### src/rtl/alu_pkg.sv
package alu_pkg;
  typedef enum logic [2:0] {
    OP_AND  = 3'b000,
    OP_OR   = 3'b001,
    OP_ADD  = 3'b010,
    OP_SLTA = 3'b011,
    OP_ANDN = 3'b100,
    OP_ORN  = 3'b101,
    OP_SUB  = 3'b110,
    OP_SLT  = 3'b111
  } alu_op_e;

  // Low two code bits: slice output select
  typedef enum logic [1:0] {
    SEL_AND  = 2'b00,
    SEL_OR   = 2'b01,
    SEL_SUM  = 2'b10,
    SEL_LESS = 2'b11
  } slice_sel_e;
endpackage

### src/rtl/alu_bsel.sv
module alu_bsel #(
  parameter int W     = 32,
  parameter int IMM_W = 16
) (
  input  logic [W-1:0]     reg_i,
  input  logic [IMM_W-1:0] imm_i,
  input  logic             use_imm_i,
  output logic [W-1:0]     b_o
);
  localparam int EXT_W = W - IMM_W;
  logic [W-1:0] imm_ext;

  generate
    if (EXT_W > 0) begin : g_ext
      assign imm_ext = {{EXT_W{imm_i[IMM_W-1]}}, imm_i};
    end else begin : g_noext
      assign imm_ext = imm_i[W-1:0];
    end
  endgenerate

  assign b_o = use_imm_i ? imm_ext : reg_i;
endmodule

### src/rtl/alu_bit_slice.sv
module alu_bit_slice
  import alu_pkg::*;
(
  input  logic       a_i,
  input  logic       b_i,
  input  logic       binv_i,
  input  logic       cin_i,
  input  logic       less_i,
  input  logic [1:0] sel_i,
  output logic       sum_o,
  output logic       cout_o,
  output logic       res_o
);
  logic bx;

  assign bx     = b_i ^ binv_i;
  assign sum_o  = a_i ^ bx ^ cin_i;
  assign cout_o = (a_i & bx) | (a_i & cin_i) | (bx & cin_i);

  always_comb begin
    case (slice_sel_e'(sel_i))
      SEL_AND:  res_o = a_i & bx;
      SEL_OR:   res_o = a_i | bx;
      SEL_SUM:  res_o = sum_o;
      default:  res_o = less_i;
    endcase
  end
endmodule

### src/rtl/alu_msb_flags.sv
module alu_msb_flags (
  input  logic cin_msb_i,
  input  logic cout_msb_i,
  input  logic sum_msb_i,
  output logic ovf_o,
  output logic set_o
);
  // Signed overflow: carry into sign bit differs from carry out of it
  assign ovf_o = cin_msb_i ^ cout_msb_i;
  // Corrected sign of the true result
  assign set_o = sum_msb_i ^ ovf_o;
endmodule

### src/rtl/alu_zero_det.sv
module alu_zero_det #(
  parameter int W = 32
) (
  input  logic [W-1:0] val_i,
  output logic         zero_o
);
  assign zero_o = ~(|val_i);
endmodule

### src/rtl/rip_alu.sv
module rip_alu
  import alu_pkg::*;
#(
  parameter int W     = 32,
  parameter int IMM_W = 16
) (
  input  logic             clk,
  input  logic             rst,
  input  logic [2:0]       op_i,
  input  logic [W-1:0]     a_i,
  input  logic [W-1:0]     rb_i,
  input  logic [IMM_W-1:0] imm_i,
  input  logic             use_imm_i,
  output logic [W-1:0]     res_o,
  output logic             zero_o,
  output logic             ovf_o,
  output logic             cout_o
);
  localparam int MSB = W - 1;

  logic [W-1:0] b_eff;
  logic [W:0]   carry;
  logic [W-1:0] sum_v;
  logic [W-1:0] res_v;
  logic         binv;
  logic [1:0]   sel;
  logic         ovf_raw;
  logic         set_bit;
  logic         zero_v;
  logic         arith;

  assign binv     = op_i[2];
  assign sel      = op_i[1:0];
  assign carry[0] = binv;
  assign arith    = (slice_sel_e'(sel) == SEL_SUM);

  alu_bsel #(.W(W), .IMM_W(IMM_W)) u_bsel (
    .reg_i     (rb_i),
    .imm_i     (imm_i),
    .use_imm_i (use_imm_i),
    .b_o       (b_eff)
  );

  generate
    for (genvar i = 0; i < W; i++) begin : g_slice
      logic less_in;
      if (i == 0) begin : g_lsb
        assign less_in = set_bit;
      end else begin : g_rest
        assign less_in = 1'b0;
      end
      alu_bit_slice u_slice (
        .a_i    (a_i[i]),
        .b_i    (b_eff[i]),
        .binv_i (binv),
        .cin_i  (carry[i]),
        .less_i (less_in),
        .sel_i  (sel),
        .sum_o  (sum_v[i]),
        .cout_o (carry[i+1]),
        .res_o  (res_v[i])
      );
    end
  endgenerate

  alu_msb_flags u_msb (
    .cin_msb_i  (carry[MSB]),
    .cout_msb_i (carry[W]),
    .sum_msb_i  (sum_v[MSB]),
    .ovf_o      (ovf_raw),
    .set_o      (set_bit)
  );

  alu_zero_det #(.W(W)) u_zero (
    .val_i  (res_v),
    .zero_o (zero_v)
  );

  always_ff @(posedge clk) begin
    if (rst) begin
      res_o  <= '0;
      zero_o <= 1'b1;
      ovf_o  <= 1'b0;
      cout_o <= 1'b0;
    end else begin
      res_o  <= res_v;
      zero_o <= zero_v;
      ovf_o  <= arith & ovf_raw;
      cout_o <= op_i[1] & carry[W];
    end
  end
endmodule

### config.mk
export PLATFORM = sky130hd
export DESIGN_NAME = rip_alu
export DESIGN_NICKNAME = d
export VERILOG_FILES = /design/src/rtl/alu_pkg.sv /design/src/rtl/alu_bsel.sv /design/src/rtl/alu_bit_slice.sv /design/src/rtl/alu_msb_flags.sv /design/src/rtl/alu_zero_det.sv /design/src/rtl/rip_alu.sv
export SDC_FILE = /design/constraint.sdc
export NUM_CORES = 1
export LEC_CHECK = 0
export ABC_CLOCK_PERIOD_IN_PS = 20000
export BUFFER_PORTS_ARGS = -buffer_cell sky130_fd_sc_hd__buf_2
export CORE_MARGIN = 2
export CORE_UTILIZATION = 35
export DETAILED_ROUTE_END_ITERATION = 16
export GPL_TIMING_DRIVEN = 1
export MAX_ROUTING_LAYER = met4
export PLACE_DENSITY_LB_ADDON = 0.12
export RECOVER_POWER = 50
export SYNTH_ARGS = -nofsm -noshare
export SYNTH_HDL_FRONTEND = slang
export SYNTH_HIERARCHICAL = 1
export SYNTH_SLANG_ARGS = --single-unit
### constraint.sdc
create_clock -name clk -period 20 [get_ports clk]
set_input_delay 1 -clock clk [delete_from_list [all_inputs] [get_ports clk]]
set_output_delay 1 -clock clk [all_outputs]
set_load 0.005 [all_outputs]
== Yosys cells after proc, flatten, opt, wreduce, memory -nomap -nowiden ==
Index checks and enable logic that the tools add are counted.

* Word-level logic and storage cells: 334
* Bits of input ports: 86
* Register bits after elaboration: 35

* Bitwise logic cells: 293
* Multiplexer cells: 33
* Eq/ne operators: 2
* Reductions and logical operators: 2

{| class="wikitable"
|+ Operators with widths
! kind !! number
|-
| AND 1 bit || 98
|-
| XOR 1 bit || 98
|-
| bitwise OR 1 bit || 96
|-
| case mux 1 bit (3 select lines) || 32
|-
| two-way mux 32 bit || 1
|-
| OR reduction 32 bit || 1
|-
| == test 2 x 1 -> 1 bit, second input constant || 1
|-
| == test 2 bit, second input constant || 1
|-
| zero test 2 bit || 1
|-
| NOT 1 bit || 1
|}

== Depth between registers and ports, before layout ==
* Word-level depth: 103
* Mapped depth: 106
* Gate-level depth less buffers: 104

== Cells and area by module ==
Netlist, hierarchy kept.

{| class="wikitable"
|+ Modules (own cells, without submodules)
! module !! area an instance (µm²) !! instances !! cells an instance
|-
| alu_bit_slice || 98.8 || 32 || 11
|-
| rip_alu || 950.9 || 1 || 74
|-
| alu_bsel || 549.3 || 1 || 37
|-
| alu_zero_det || 72.6 || 1 || 11
|-
| alu_msb_flags || 32.5 || 1 || 2
|}

== Worst setup path before layout ==
OpenSTA, ideal clock, no wires.

* Path type: input to register
* Start point: input use_imm_i
* End point: register zero_o
* Data arrival time: 18.127 ns
* Path slack: 1.816 ns
* Cell stages on the path: 106
* Path buffers: 2
* Setup time: 0.057 ns
* Required time: 19.943 ns
* Cells stage by stage: buf_6 -> buf_12 -> mux2_4 -> xor2_1 -> inv_1 -> fa_1 -> inv_1 -> inv_1 -> fa_1 -> inv_1 -> inv_1 -> fa_1 -> inv_1 -> inv_1 -> fa_1 -> inv_1 -> inv_1 -> fa_1 -> [... 70 more ...] -> inv_1 -> fa_1 -> inv_1 -> inv_1 -> fa_1 -> inv_1 -> inv_1 -> fa_1 -> inv_1 -> inv_1 -> fa_1 -> inv_1 -> xor3_1 -> mux4_2 -> nor4_1 -> nand4_1 -> nor2_1 -> or2_1

* Longest elaborated chain between the ends: 103
* Elaborated cells on any way between the ends: 324

{| class="wikitable"
|+ RTL lines
! what !! RTL line !! text
|-
| start, declared || rip_alu.sv:13 || <nowiki>input logic use_imm_i,</nowiki>
|-
| two-way mux 32 bit * || alu_bsel.sv:21 || <nowiki>assign b_o = use_imm_i ? imm_ext : reg_i;</nowiki>
|-
| via b_eff[0] || rip_alu.sv:21 || <nowiki>logic [W-1:0] b_eff;</nowiki>
|-
| XOR 1 bit * || alu_bit_slice.sv:16 || <nowiki>assign bx = b_i ^ binv_i;</nowiki>
|-
| AND 1 bit || alu_bit_slice.sv:18 || <nowiki>assign cout_o = (a_i & bx) | (a_i & cin_i) | (bx & cin_i);</nowiki>
|-
| bitwise OR 1 bit || alu_bit_slice.sv:18 ||
|-
| bitwise OR 1 bit * || alu_bit_slice.sv:18 ||
|-
| via carry[1] || rip_alu.sv:22 || <nowiki>logic [W:0] carry;</nowiki>
|-
| AND 1 bit || alu_bit_slice.sv:18 ||
|-
| [... 2 more ...] || -- ||
|-
| via carry[2] || rip_alu.sv:22 ||
|-
| [... 3 more ...] || -- ||
|-
| via carry[3] || rip_alu.sv:22 ||
|-
| [... 3 more ...] || -- ||
|-
| via carry[4] || rip_alu.sv:22 ||
|-
| [... 3 more ...] || -- ||
|-
| via carry[5] || rip_alu.sv:22 ||
|-
| [... 3 more ...] || -- ||
|-
| via carry[6] || rip_alu.sv:22 ||
|-
| [... 3 more ...] || -- ||
|-
| via carry[7] || rip_alu.sv:22 ||
|-
| [... 3 more ...] || -- ||
|-
| via carry[8] || rip_alu.sv:22 ||
|-
| [... 3 more ...] || -- ||
|-
| via carry[9] || rip_alu.sv:22 ||
|-
| [... 3 more ...] || -- ||
|-
| via carry[10] || rip_alu.sv:22 ||
|-
| [... 3 more ...] || -- ||
|-
| via carry[11] || rip_alu.sv:22 ||
|-
| [... 3 more ...] || -- ||
|-
| via carry[12] || rip_alu.sv:22 ||
|-
| [... 3 more ...] || -- ||
|-
| via carry[13] || rip_alu.sv:22 ||
|-
| [... 3 more ...] || -- ||
|-
| via carry[14] || rip_alu.sv:22 ||
|-
| [... 3 more ...] || -- ||
|-
| via carry[15] || rip_alu.sv:22 ||
|-
| [... 3 more ...] || -- ||
|-
| via carry[16] || rip_alu.sv:22 ||
|-
| [... 3 more ...] || -- ||
|-
| via carry[17] || rip_alu.sv:22 ||
|-
| [... 3 more ...] || -- ||
|-
| via carry[18] || rip_alu.sv:22 ||
|-
| [... 3 more ...] || -- ||
|-
| via carry[19] || rip_alu.sv:22 ||
|-
| [... 3 more ...] || -- ||
|-
| via carry[20] || rip_alu.sv:22 ||
|-
| [... 3 more ...] || -- ||
|-
| via carry[21] || rip_alu.sv:22 ||
|-
| [... 3 more ...] || -- ||
|-
| via carry[22] || rip_alu.sv:22 ||
|-
| [... 3 more ...] || -- ||
|-
| via carry[23] || rip_alu.sv:22 ||
|-
| [... 3 more ...] || -- ||
|-
| via carry[24] || rip_alu.sv:22 ||
|-
| [... 3 more ...] || -- ||
|-
| via carry[25] || rip_alu.sv:22 ||
|-
| [... 3 more ...] || -- ||
|-
| via carry[26] || rip_alu.sv:22 ||
|-
| [... 3 more ...] || -- ||
|-
| via carry[27] || rip_alu.sv:22 ||
|-
| [... 3 more ...] || -- ||
|-
| via carry[28] || rip_alu.sv:22 ||
|-
| [... 3 more ...] || -- ||
|-
| via carry[29] || rip_alu.sv:22 ||
|-
| [... 3 more ...] || -- ||
|-
| via carry[30] || rip_alu.sv:22 ||
|-
| [... 3 more ...] || -- ||
|-
| via carry[31] || rip_alu.sv:22 ||
|-
| [... 3 more ...] || -- ||
|-
| via carry[32] || rip_alu.sv:22 ||
|-
| XOR 1 bit * || alu_msb_flags.sv:9 || <nowiki>assign ovf_o = cin_msb_i ^ cout_msb_i;</nowiki>
|-
| XOR 1 bit * || alu_msb_flags.sv:11 || <nowiki>assign set_o = sum_msb_i ^ ovf_o;</nowiki>
|-
| via g_slice[0].less_in || rip_alu.sv:46 || <nowiki>logic less_in;</nowiki>
|-
| case mux 1 bit (3 select lines) * || alu_bit_slice.sv:21 || <nowiki>case (slice_sel_e'(sel_i))</nowiki>
|-
| via res_v[0] || rip_alu.sv:24 || <nowiki>logic [W-1:0] res_v;</nowiki>
|-
| OR reduction 32 bit * || alu_zero_det.sv:7 || <nowiki>assign zero_o = ~(|val_i);</nowiki>
|-
| NOT 1 bit * || alu_zero_det.sv:7 ||
|-
| via zero_v || rip_alu.sv:29 || <nowiki>logic zero_v;</nowiki>
|-
| end signal, assigned || rip_alu.sv:87 || <nowiki>zero_o <= zero_v;</nowiki>
|-
| end, declared || rip_alu.sv:15 || <nowiki>output logic zero_o,</nowiki>
|}

Mark *: on every way through the listed nets, which the timed path passes. The rest lies on a longest branch.
A chain may end at the register's enable or synchronous reset.

== Worst setup path in the final report ==
Same ends and word-level chain as after synthesis.

==> summary.md <==
| Metric | Value |
|---|---|
| Fin crit period | 18.72 ns |
| Input/output buffers | 120 |
| CTS HTree Levels | 2 |
| Final period utilization | 93.6% |
| Crit-path max FO | 3 |
| Setup tns final | 0 ns |
| Post-synthesis cell type count | 21 |
| Most frequent cells in the layout | inv_1 (192), buf_2 (109), ha_1 (64) |
| RSZ-0062 raised after global routing | no |
| Dpl cells | 799 |
| Total grt overflow | 0 |
| Mean Syn Cell Area | 10.0 sq um |
| Drt wl/cell | 11.9 microns |
| Run status | complete, no violations |
| Worst-margin pin slew | 0.635 ns |
| DR vias/cell | 4.09 |
| CTS root buffer | clkbuf_16 |
| Largest net degree at the start of global routing | 36 |
| Yosys top cell area share | 16.8% |
| Die Width | 121 microns |
| Antenna violations before repair | 1 |
| Fin cells | 808 |
| TritonCTS clock tree | done |
| Peak Freq | 53.4 MHz |
| I/O pin total | 121 |
| Commonest non-fill, non-tap cell in the layout | inv_1 |
| Crit. End Element | register |
| Mapped Area | 4770 sq um |
| MaxCap Viol Count | 0 |
| Vias in the first global route | 3337 |
| Max incr delay on CP | 0.50 ns |
| Hold Path Class | in -> reg |
| DIE HEIGHT | 121 microns |
| Slew HR | 57.7% |
| Most frequent CP cell | inv_1 |
| Total track usage | 14.2% |
| WHS | 1.24 ns |
| Final core occ | 43.9% |
| Total CTS buffers | 5 |
| Residual DRC count | 0 |
| Routed Wire Length | 9590 microns |
| First-pass GRT wire length | 15800 microns |
| Area leader, netlist | ha_1 |
| Required time worst endpoint | 20.23 ns |
| Post-synthesis sequential area ratio | 14.7% |
| Antenna-violating nets left | 0 |
| Final setup violating endpoints | 0 |
| Hold buffer count at CTS | 0 |
| Routability cong. | 0.805 |
| Dpl hpwl | 7920 microns |
| Top post-synthesis cells by area | ha_1 (17%), inv_1 (15%), mux4_2 (15%) |
| CP startpoint kind | primary input |
| Critical Path AT | 18.95 ns |
| Starting Density | 35.9% |
| Clk buf depth | 2 |
| Layout Nets | 812 |
| Leakage | 3.35 nW |
| Clk pin slew, worst setup/hold paths | 0.06 ns |
| Synth warn | 6 |
| Final hold viol count | 0 |
| WS Path Type | in -> reg |
| CP max-delay cell | mux4_2 |
| Register bit count reported by yosys | 35 |
| CORE AREA | 13300 sq um |
| First-pass iteration count of the detailed router | 4 |
| Die ar. | 14600 sq um |
| Initial drt markers | 119 |
| Area growth, synth to finish | 22.4% |
| Slew Viols, Final | 0 |
| Post-synthesis cell count | 476 |
| TritonCTS Sinks | 35 |
| Site Rows | 42 |
| Share of layout cells above drive strength 1 | 30.0% |
| Via count | 3308 |
| Design Area, Final | 5840 sq um |
| Post-DP Area | 5640 sq um |
| Pwr/cell area | 55.9 nW/um^2 |
| Maximum vdd drop | 0.0296 mV |
state kept, by name, summed over array words and instances, names as in the netlist:
name	flops
cout_o	1
ovf_o	1
res_o	32
zero_o	1
routing by layer:
metal	part of all wire, %	global-route usage (%)	vias up
met3	4.9	2.41	8
met2	49	24.3	83
met4	0.95	3.05	0
met1	45	17.7	1558
li1	-	-	1659
met5	0	-	-
layout make-up:
class / instances / area [sq um]
diodes: 1 / 2.50
clock buffers: 5 / 125
clock inverters: 3 / 67.6
fillers: 1319 / 7460
inverters: 192 / 721
multi-input cells: 271 / 3380
flip-flops and latches: 35 / 701
well taps: 176 / 220
repair buffers: 125 / 624
repair_timing:
action / 4_1_cts / 5_1_grt
endpoints found under the setup margin: 0 / 1
buffers inserted: 0 / 0
resized for setup: 0 / 2
cell families (layout without fill, tap and decap cells):
| logic type | count (synthesis) | in the layout | synth area share (%) |
|---|---|---|---|
| buf+inv | 200 | 325 | 17.2 |
| simple gates | 46 | 46 | 6.24 |
| mux | 64 | 64 | 25.0 |
| other cells | 1 | 32 | 0.0786 |
| xor+xnor | 34 | 34 | 6.56 |
| fa+ha+maj | 96 | 96 | 30.2 |
| flops | 35 | 35 | 14.7 |
worst max-delay path: cells and delay by family:
kind          cells  cell delay [ns]
mux               2             0.82
fa+ha+maj        32            12.17
xor+xnor          2             0.55
simple gates      4             0.59
buf+inv          65             3.86
final timing paths:
check                  from   endpoint  cells after the start
setup / recovery  use_imm_i     zero_o                    105
hold / removal          rst  res_o[28]                      2
Yosys cell counts:
cell,number
buf_12,3
buf_6,2
dfxtp_1,35
nor4_2,1
mux2_2,2
xor2_1,33
fa_1,32
nand4_1,2
ha_1,64
nor4_1,7
and3b_1,1
nor2_1,1
or2_1,1
nor2b_1,32
mux2_4,30
buf_2,3
inv_1,192
mux4_2,32
nor4bb_1,1
xor3_1,1
conb_1,1
power by group:
group          switching [W]  internal [W]  leakage [nW]
combinational      0.0000709     0.0000720          2.97
sequential        0.00000260     0.0000788         0.292
clock              0.0000304     0.0000714        0.0900
metrics by stage:
| stage | total power (W) | worst slack, ns |
|---|---|---|
| after floorplan | 0.000185 | 1.82 |
| after global placement | 0.000225 | 0.920 |
| after detailed placement | 0.000229 | 0.747 |
| after CTS | 0.000333 | 1.00 |
| after global routing | 0.000356 | 0.0602 |
| final | 0.000326 | 1.28 |
(Power assumes the default switching activity.)
